## src/rtl/kwdt_pkg.sv

```systemverilog
package kwdt_pkg;

  typedef enum logic {
    KS_IDLE  = 1'b0,
    KS_ARMED = 1'b1
  } kseq_e;

  localparam logic [1:0] MODE_WDOG  = 2'b11;
  // key patterns as {key_a, key_b}
  localparam logic [1:0] KEY_FIRST  = 2'b10;
  localparam logic [1:0] KEY_SECOND = 2'b01;

  function automatic int unsigned width_of(input int unsigned n);
    return (n <= 2) ? 1 : $clog2(n);
  endfunction

endpackage

```

## src/rtl/kwdt_keyseq.sv

```systemverilog
module kwdt_keyseq
  import kwdt_pkg::*;
(
  input  logic       clk,
  input  logic       rst_n,
  input  logic       active,
  input  logic       key_we,
  input  logic [1:0] key_pat,
  output logic       restart
);

  kseq_e state_q;

  always_ff @(posedge clk or negedge rst_n) begin
    if (!rst_n) begin
      state_q <= KS_IDLE;
    end else if (!active) begin
      state_q <= KS_IDLE;
    end else if (key_we) begin
      case (state_q)
        KS_IDLE:  state_q <= (key_pat == KEY_FIRST) ? KS_ARMED : KS_IDLE;
        default:  state_q <= KS_IDLE;
      endcase
    end
  end

  assign restart = active && key_we && (state_q == KS_ARMED) && (key_pat == KEY_SECOND);

endmodule

```

## src/rtl/kwdt_prescaler.sv

```systemverilog
module kwdt_prescaler
  import kwdt_pkg::*;
#(
  parameter int unsigned DIV = 1000
) (
  input  logic clk,
  input  logic rst_n,
  input  logic clear,
  input  logic tick,
  output logic step
);

  localparam int unsigned PW = width_of(DIV);

  generate
    if (DIV <= 1) begin : g_bypass
      assign step = tick && !clear;
    end else begin : g_div
      localparam logic [PW-1:0] LAST = PW'(DIV - 1);
      logic [PW-1:0] cnt_q;

      always_ff @(posedge clk or negedge rst_n) begin
        if (!rst_n) begin
          cnt_q <= '0;
        end else if (clear) begin
          cnt_q <= '0;
        end else if (tick) begin
          cnt_q <= (cnt_q == LAST) ? '0 : cnt_q + 1'b1;
        end
      end

      assign step = tick && !clear && (cnt_q == LAST);
    end
  endgenerate

endmodule

```

## src/rtl/kwdt_counter.sv

```systemverilog
module kwdt_counter
  import kwdt_pkg::*;
#(
  parameter int unsigned STEPS = 128
) (
  input  logic clk,
  input  logic rst_n,
  input  logic clear,
  input  logic step,
  output logic expire,
  output logic at_zero
);

  localparam int unsigned CW = width_of(STEPS);
  localparam logic [CW-1:0] LAST = CW'(STEPS - 1);

  logic [CW-1:0] cnt_q;

  always_ff @(posedge clk or negedge rst_n) begin
    if (!rst_n) begin
      cnt_q <= '0;
    end else if (clear) begin
      cnt_q <= '0;
    end else if (step) begin
      cnt_q <= (cnt_q == LAST) ? '0 : cnt_q + 1'b1;
    end
  end

  assign expire  = step && !clear && (cnt_q == LAST);
  assign at_zero = (cnt_q == '0);

endmodule

```

## src/rtl/kwdt_pulse.sv

```systemverilog
module kwdt_pulse
  import kwdt_pkg::*;
#(
  parameter int unsigned LEN = 16
) (
  input  logic clk,
  input  logic rst_n,
  input  logic fire,
  output logic pulse_o
);

  localparam int unsigned LW = width_of(LEN + 1);
  localparam logic [LW-1:0] LOAD = LW'(LEN);

  logic [LW-1:0] left_q;

  always_ff @(posedge clk or negedge rst_n) begin
    if (!rst_n) begin
      left_q <= '0;
    end else if (fire) begin
      left_q <= LOAD;
    end else if (left_q != '0) begin
      left_q <= left_q - 1'b1;
    end
  end

  assign pulse_o = (left_q != '0);

endmodule

```

## src/rtl/kwdt_top.sv

```systemverilog
module kwdt_top
  import kwdt_pkg::*;
#(
  parameter int unsigned PSC_DIV   = 1000,
  parameter int unsigned TMO_STEPS = 128,
  parameter int unsigned PULSE_LEN = 16
) (
  input  logic       clk,
  input  logic       rst_n,
  input  logic       mode_we,
  input  logic [1:0] mode_wdata,
  input  logic       key_we,
  input  logic       key_a,
  input  logic       key_b,
  input  logic       tick_in,
  input  logic       ovf_clr,
  output logic       ovf_flag,
  output logic       rst_pulse
);

  logic [1:0] mode_q;
  logic       active;
  logic       restart;
  logic       clear;
  logic       step;
  logic       expire;
  logic       cnt_zero;
  logic       ovf_q;

  always_ff @(posedge clk or negedge rst_n) begin
    if (!rst_n) begin
      mode_q <= 2'b00;
    end else if (mode_we) begin
      mode_q <= mode_wdata;
    end
  end

  assign active = (mode_q == MODE_WDOG);
  assign clear  = restart || !active;

  kwdt_keyseq u_keyseq (
    .clk     (clk),
    .rst_n   (rst_n),
    .active  (active),
    .key_we  (key_we),
    .key_pat ({key_a, key_b}),
    .restart (restart)
  );

  kwdt_prescaler #(.DIV(PSC_DIV)) u_psc (
    .clk   (clk),
    .rst_n (rst_n),
    .clear (clear),
    .tick  (tick_in),
    .step  (step)
  );

  kwdt_counter #(.STEPS(TMO_STEPS)) u_cnt (
    .clk     (clk),
    .rst_n   (rst_n),
    .clear   (clear),
    .step    (step),
    .expire  (expire),
    .at_zero (cnt_zero)
  );

  kwdt_pulse #(.LEN(PULSE_LEN)) u_pulse (
    .clk     (clk),
    .rst_n   (rst_n),
    .fire    (expire),
    .pulse_o (rst_pulse)
  );

  // set has priority over clear
  always_ff @(posedge clk or negedge rst_n) begin
    if (!rst_n) begin
      ovf_q <= 1'b0;
    end else if (expire) begin
      ovf_q <= 1'b1;
    end else if (ovf_clr) begin
      ovf_q <= 1'b0;
    end
  end

  assign ovf_flag = ovf_q;

endmodule

```

## config.mk

```make
export PLATFORM = sky130hd
export DESIGN_NAME = kwdt_top
export DESIGN_NICKNAME = d
export VERILOG_FILES = /design/src/rtl/kwdt_pkg.sv /design/src/rtl/kwdt_keyseq.sv /design/src/rtl/kwdt_prescaler.sv /design/src/rtl/kwdt_counter.sv /design/src/rtl/kwdt_pulse.sv /design/src/rtl/kwdt_top.sv
export SDC_FILE = /design/constraint.sdc
export NUM_CORES = 1
export LEC_CHECK = 0
export ABC_AREA = 1
export BUFFER_PORTS_ARGS = -buffer_cell sky130_fd_sc_hd__buf_2
export CAP_MARGIN = 0
export CORE_MARGIN = 2
export CORE_UTILIZATION = 35
export CTS_CLUSTER_DIAMETER = 30
export CTS_CLUSTER_SIZE = 30
export DETAILED_ROUTE_END_ITERATION = 8
export PLACE_DENSITY = 0.62
export SLEW_MARGIN = 20
export SYNTH_ARGS = -nofsm -noshare
export SYNTH_HDL_FRONTEND = slang
export SYNTH_SLANG_ARGS = --single-unit
```

## constraint.sdc

```tcl
create_clock -name clk -period 1.4 [get_ports clk]
set_input_delay 0.28 -clock clk [delete_from_list [all_inputs] [get_ports clk]]
set_output_delay 0.28 -clock clk [all_outputs]
set_load 0.01 [all_outputs]
```

# Word-level counts from Yosys, hierarchy flattened

Index checks and enable logic that the tools add are counted.

Add/subtract/negate cells: 3
Eq/ne operators: 6
Multiplexer cells: 14
Reductions and logical operators: 15

Operators by type and width:

| kind                    | number |
|---|---|
| $mux W10                | 3 |
| $mux W7                 | 3 |
| $add A10 B1 Y10 const B | 1 |
| $eq A10 B10 Y1 const B  | 1 |
| $mux W5                 | 2 |
| $reduce_bool A2 Y1      | 4 |
| $add A7 B1 Y7 const B   | 1 |
| $eq A7 B7 Y1 const B    | 1 |
| $logic_and A1 B1 Y1     | 7 |
| $mux W1                 | 6 |
| $reduce_bool A5 Y1      | 1 |
| $sub A5 B1 Y5 const B   | 1 |
| $eq A2 B2 Y1 const B    | 2 |
| $eq A2 B1 Y1 const B    | 1 |
| $logic_not A1 Y1        | 2 |
| $ne A2 B2 Y1 const B    | 1 |
| $logic_or A1 B1 Y1      | 1 |

Flip-flop bits (word level): 26
Input bits: 10
Output and inout bits: 2
Logic and storage cells: 44

# Longest topological paths before layout

Depth in word-level cells: 11
Mapped depth: 10
Depth with buffers taken out: 10

# By module

A second synthesis with hierarchy kept.

Cell total of the unflattened synthesis: 218
Area total of the unflattened synthesis: 1540.2 um^2

Modules (own cells, without submodules):

| module         | times used | cells an instance | area each (um^2) | seq. area each (um^2) |
|---|---|---|---|---|
| kwdt_prescaler | 1          | 91                | 629.4            | 250.2 |
| kwdt_counter   | 1          | 65                | 449.2            | 175.2 |
| kwdt_pulse     | 1          | 33                | 260.2            | 125.1 |
| kwdt_top       | 1          | 18                | 132.6            | 75.1 |
| kwdt_keyseq    | 1          | 11                | 68.8             | 25.0 |

# Worst setup path before layout

No wires, ideal clock.

Kind: register to register
Start: register u_psc.g_div.cnt_q[0]
End: register u_cnt.cnt_q[5]
Setup time: 0.118 ns
Data arrival time: 1.194 ns
Required time: 1.282 ns
Setup slack: 0.088 ns
Stages on the path, launching flop included: 9
Buffers on the path: 0
Clock period less this slack: 1.312 ns
Path through: dfrtp_1 ha_1 nand2_2 nor2_4 nand3_4 o21ai_4 inv_2 nand2_1 nand2_1

Cells in the longest elaborated chain, start to end: 3

Ends and longest elaborated chain:

| what                                | RTL line             | text |
|---|---|---|
| start: declaration                  | kwdt_prescaler.sv:20 | `logic [PW-1:0] cnt_q;` |
| start signal: assignment            | kwdt_prescaler.sv:28 | `cnt_q <= (cnt_q == LAST) ? '0 : cnt_q + 1'b1;` |
| $eq A10 B10 Y1                      | kwdt_prescaler.sv:32 | `assign step = tick && !clear && (cnt_q == LAST);` |
| $logic_and A1 B1 Y1                 | kwdt_prescaler.sv:32 |  |
| $reduce_bool A2 Y1 (no source line) | -                    |  |
| end signal: assignment              | kwdt_counter.sv:25   | `cnt_q <= (cnt_q == LAST) ? '0 : cnt_q + 1'b1;` |
| end: declaration                    | kwdt_counter.sv:17   | `logic [CW-1:0] cnt_q;` |

Every way passes these cells.
A chain may end at the register's enable or synchronous reset.

# Worst setup path in the final report

Start: register u_pulse.left_q[1]
End: output port rst_pulse

Cells in the longest elaborated chain, start to end: 1

Ends and longest elaborated chain:

| what                     | RTL line         | text |
|---|---|---|
| start: declaration       | kwdt_pulse.sv:15 | `logic [LW-1:0] left_q;` |
| start signal: assignment | kwdt_pulse.sv:23 | `left_q <= left_q - 1'b1;` |
| $reduce_bool A5 Y1       | kwdt_pulse.sv:27 | `assign pulse_o = (left_q != '0);` |
| end: declaration         | kwdt_top.sv:18   | `output logic rst_pulse` |

Every way passes these cells.

==> PnR_summary.wiki <==
{| class="wikitable"
! Metric !! Value
|-
| Result of the run || complete, but fails checks
|-
| Violated checks || negative hold slack, negative setup slack
|-
| Synthesized area || 1538 um^2
|-
| Endpoint type of the worst setup path || primary output
|-
| Worst Path Max Fanout || 2
|-
| Routed length per placed instance || 10.60 um
|-
| Final wirelength || 2.936 mm
|-
| Total die area || 4940 um^2
|-
| Final worst path period need || 1.505 ns
|-
| Largest stage delay on the critical path || 0.40 ns
|-
| Sequential fraction of the synthesis area || 0.4231
|-
| Synth Net Count || 208
|-
| # H-tree levels || 1
|-
| Maximum buffer depth of the clock tree || 2
|-
| Cell-by-cell listing of the critical path || inv_2, ha_4, inv_2, nor2_2, nand2_2, buf_6
|-
| Clock transition at path regs || 0.10 ns
|-
| Final Slew Violations || 0
|-
| Area growth, synth to finish || 23.84%
|-
| Average via count per standard cell || 4.534
|-
| Total via count after detailed routing || 1256
|-
| Worst Slack Setup Final || -0.1051 ns
|-
| Number of cells after detailed placement || 262
|-
| Syn avg cell area || 7.926 um^2
|-
| Clk Tree Root Cell || clkbuf_8
|-
| Initial standard-cell utilization of the core || 0.3581
|-
| Worst-case vdd ir drop || 0.4800 mV
|-
| Synthesis warning total || 0
|-
| Final cell count without fillers || 277
|-
| Initial detailed-routing violation count || 32
|-
| # port buffers || 11
|-
| Clk_lat worst skew || 0.28 ns
|-
| Global-route wire length before repair || 5.106 mm
|-
| Setup repair after global routing missed its margin || true
|-
| Cell type with the highest aggregate area in the netlist || dfrtp_1
|-
| Final-stage net count || 240
|-
| FF-to-FF setup slack || 0.04 ns
|-
| Crit Path Category || flip-flop to primary output
|-
| Sinks on Clock Net || 26
|-
| Number of hold violations in the final report || 11
|-
| Clock Skew || 0.01066 ns
|-
| Remaining global-route overflow || 0
|-
| Period utilization || 1.075
|-
| Cells taking the most area after synthesis || dfrtp_1 42%, nand2_1 14%, inv_1 7.1%
|-
| Most numerous cell on the critical path || inv_2
|-
| Clock tree from TritonCTS || done
|-
| Share of layout cells above drive strength 1 || 0.3422
|-
| Pin slew with the least headroom to its limit || 0.6008 ns
|-
| Worst hold-check path type || input port to async pin
|-
| Hpwl dp || 2.028 mm
|-
| Cells after synthesis || 194
|-
| # IOs || 12
|-
| Number of DRC violations after detailed routing || 0
|-
| Cell area power density || 819.9 nW/um^2
|-
| Hold_ws || -0.003856 ns
|-
| Initial antenna violation count || 0
|-
| Fraction of post-synthesis cell area in the top cell type by area || 0.4231
|-
| Highest clock rate || 664.4 MHz
|-
| Worst slack, placed || 0.01691 ns
|-
| CP Data Arrival Time || 1.23 ns
|-
| Count of TritonRoute iterations in the first routing pass || 4
|-
| Diodes inserted || 0
|-
| Overall track demand over capacity in global routing || 0.1272
|-
| Count of endpoints failing setup in the final report || 1
|-
| Setup TNS || -0.1051 ns
|-
| Synthesized flop and latch total || 26
|-
| CP Data Required Time || 1.12 ns
|-
| Number of placement rows || 24
|-
| Critical Path Slowest Stage Cell || dfrtp_1
|-
| CTS Hold Bufs || 0
|-
| Leakage power || 1.005 nW
|-
| Post-layout power || 1.561 mW
|-
| Total CTS buffers || 3
|-
| Max_cap viols || 0
|-
| Launching element type of the critical path || flip-flop
|-
| Number of global-route vias before repair || 1218
|-
| Placer congestion estimate || 0.8240
|-
| Antenna Violating Nets Remaining || 0
|-
| Placeable core region || 4294 um^2
|-
| Die boundary height || 70.29 um
|-
| Die Span X || 70.29 um
|-
| Number of distinct library cell variants in the gate-level netlist after synthesis || 26
|-
| Worst relative slew slack || 0.5995
|-
| Maximum number of pins on one net before global-route repair || 27
|}
==> worst max-delay path, delay by kind of cell (launching register included) <==
kind	cells	cell delay [ns]
flops	1	0.40
buf+inv	3	0.24
simple gates	2	0.17
fa+ha+maj	1	0.14
==> cell families (layout without fill, tap and decap cells) <==
family,after synthesis,after routing,synth area share
adders and majority gates,4,4,0.03255
muxes,2,2,0.01465
DFF,26,26,0.4231
and+or+nand+nor,106,106,0.3434
AOI/OAI and AO/OA,18,18,0.07405
xor gates and xnor gates,6,6,0.03417
buffers and inverters,32,63,0.07811
==> Yosys cell counts <==
cell type / instances
nor2_1: 17
ha_1: 4
o22ai_1: 2
o21ai_1: 2
nand2_4: 3
o21ai_2: 2
nand3_1: 10
nand4_1: 2
a21o_1: 1
nor3_1: 2
o21ai_0: 6
inv_1: 29
mux2_2: 2
xor2_1: 6
a21oi_1: 4
nor2_2: 2
nor2_8: 1
dfrtp_1: 26
nand3_4: 1
nand3_2: 3
nor3_2: 1
nand2_2: 5
nor2_4: 2
inv_2: 3
o21ai_4: 1
nand2_1: 57
==> layer usage <==
layer  part of all wire  global-route usage  vias up
met2               0.48              0.2149       11
li1                   -                   -      662
met5                  0                   0        -
met1               0.48              0.1573      579
met4              0.011             0.03846        0
met3              0.028             0.03463        4
==> stage by stage <==
step | util | area, um^2
after floorplan | - | 1538
after global placement | 0.3948 | 1695
after detailed placement | 0.3948 | 1695
after CTS | 0.4202 | 1804
after global routing | 0.4435 | 1904
final | 0.4435 | 1904
==> power by group <==
group	leakage, nW	internal [mW]	switching (mW)	total [mW]
combinational	0.612	0.0622	0.102	0.164
clock	0.0357	0.383	0.244	0.627
sequential	0.358	0.763	0.00741	0.771
total	1.01	1.21	0.353	1.56
==> flip-flops by register name, summed over array words and instances (netlist names) <==
signal             flops
u_pulse.left_q         5
u_psc.g_div.cnt_q     10
ovf_flag               1
u_cnt.cnt_q            7
u_keyseq.state_q       1
mode_q                 2
==> final timing paths <==
path,endpoint,cells after the start,from
max reg2reg,u_cnt.cnt_q[6],8,u_psc.g_div.cnt_q[1]
max,rst_pulse,6,u_pulse.left_q[1]
min reg2reg,u_cnt.cnt_q[6],2,u_cnt.cnt_q[6]
max in group asynchronous,u_psc.g_div.cnt_q[1],1,rst_n
min,u_pulse.left_q[2],1,rst_n
min in group clk,ovf_flag,2,ovf_clr
==> layout by cell type (no fill, tap or decap), types with 2 or more instances in the layout <==
cell type	count
nor2_1	12
o21ai_2	2
nand2_1	53
xor2_1	6
dfrtp_1	26
nor3_1	2
buf_4	16
nand4_1	2
o21ai_0	4
inv_1	21
o22ai_1	2
inv_2	10
mux2_2	2
a21oi_1	3
nor2_2	7
nand2_4	4
ha_1	2
nand3_2	3
clkbuf_8	3
nand2_2	8
buf_2	10
nor2_4	2
nand3_1	10
o21ai_1	4
==> final cells by class <==
| type | instances | area [um^2] |
|---|---|---|
| Fill cell | 434 | 2390 |
| Multi-Input combinational cell | 136 | 813.3 |
| Sequential cell | 26 | 650.6 |
| Timing Repair Buffer | 27 | 181.4 |
| Inverter | 32 | 122.6 |
| Tap cell | 52 | 65.06 |
| Clock buffer | 3 | 41.29 |
| Clock inverter | 1 | 30.03 |
==> what timing repair did <==
| item | 4_1_cts | 5_1_grt |
|---|---|---|
| endpoints found under the setup margin | 1 | 20 |
| pin swaps | 0 | 10 |
| setup buffers | 5 | 6 |
| gates resized for setup | 1 | 25 |
| hold endpoints to repair | 0 | 0 |
(Power assumes the default switching activity.)
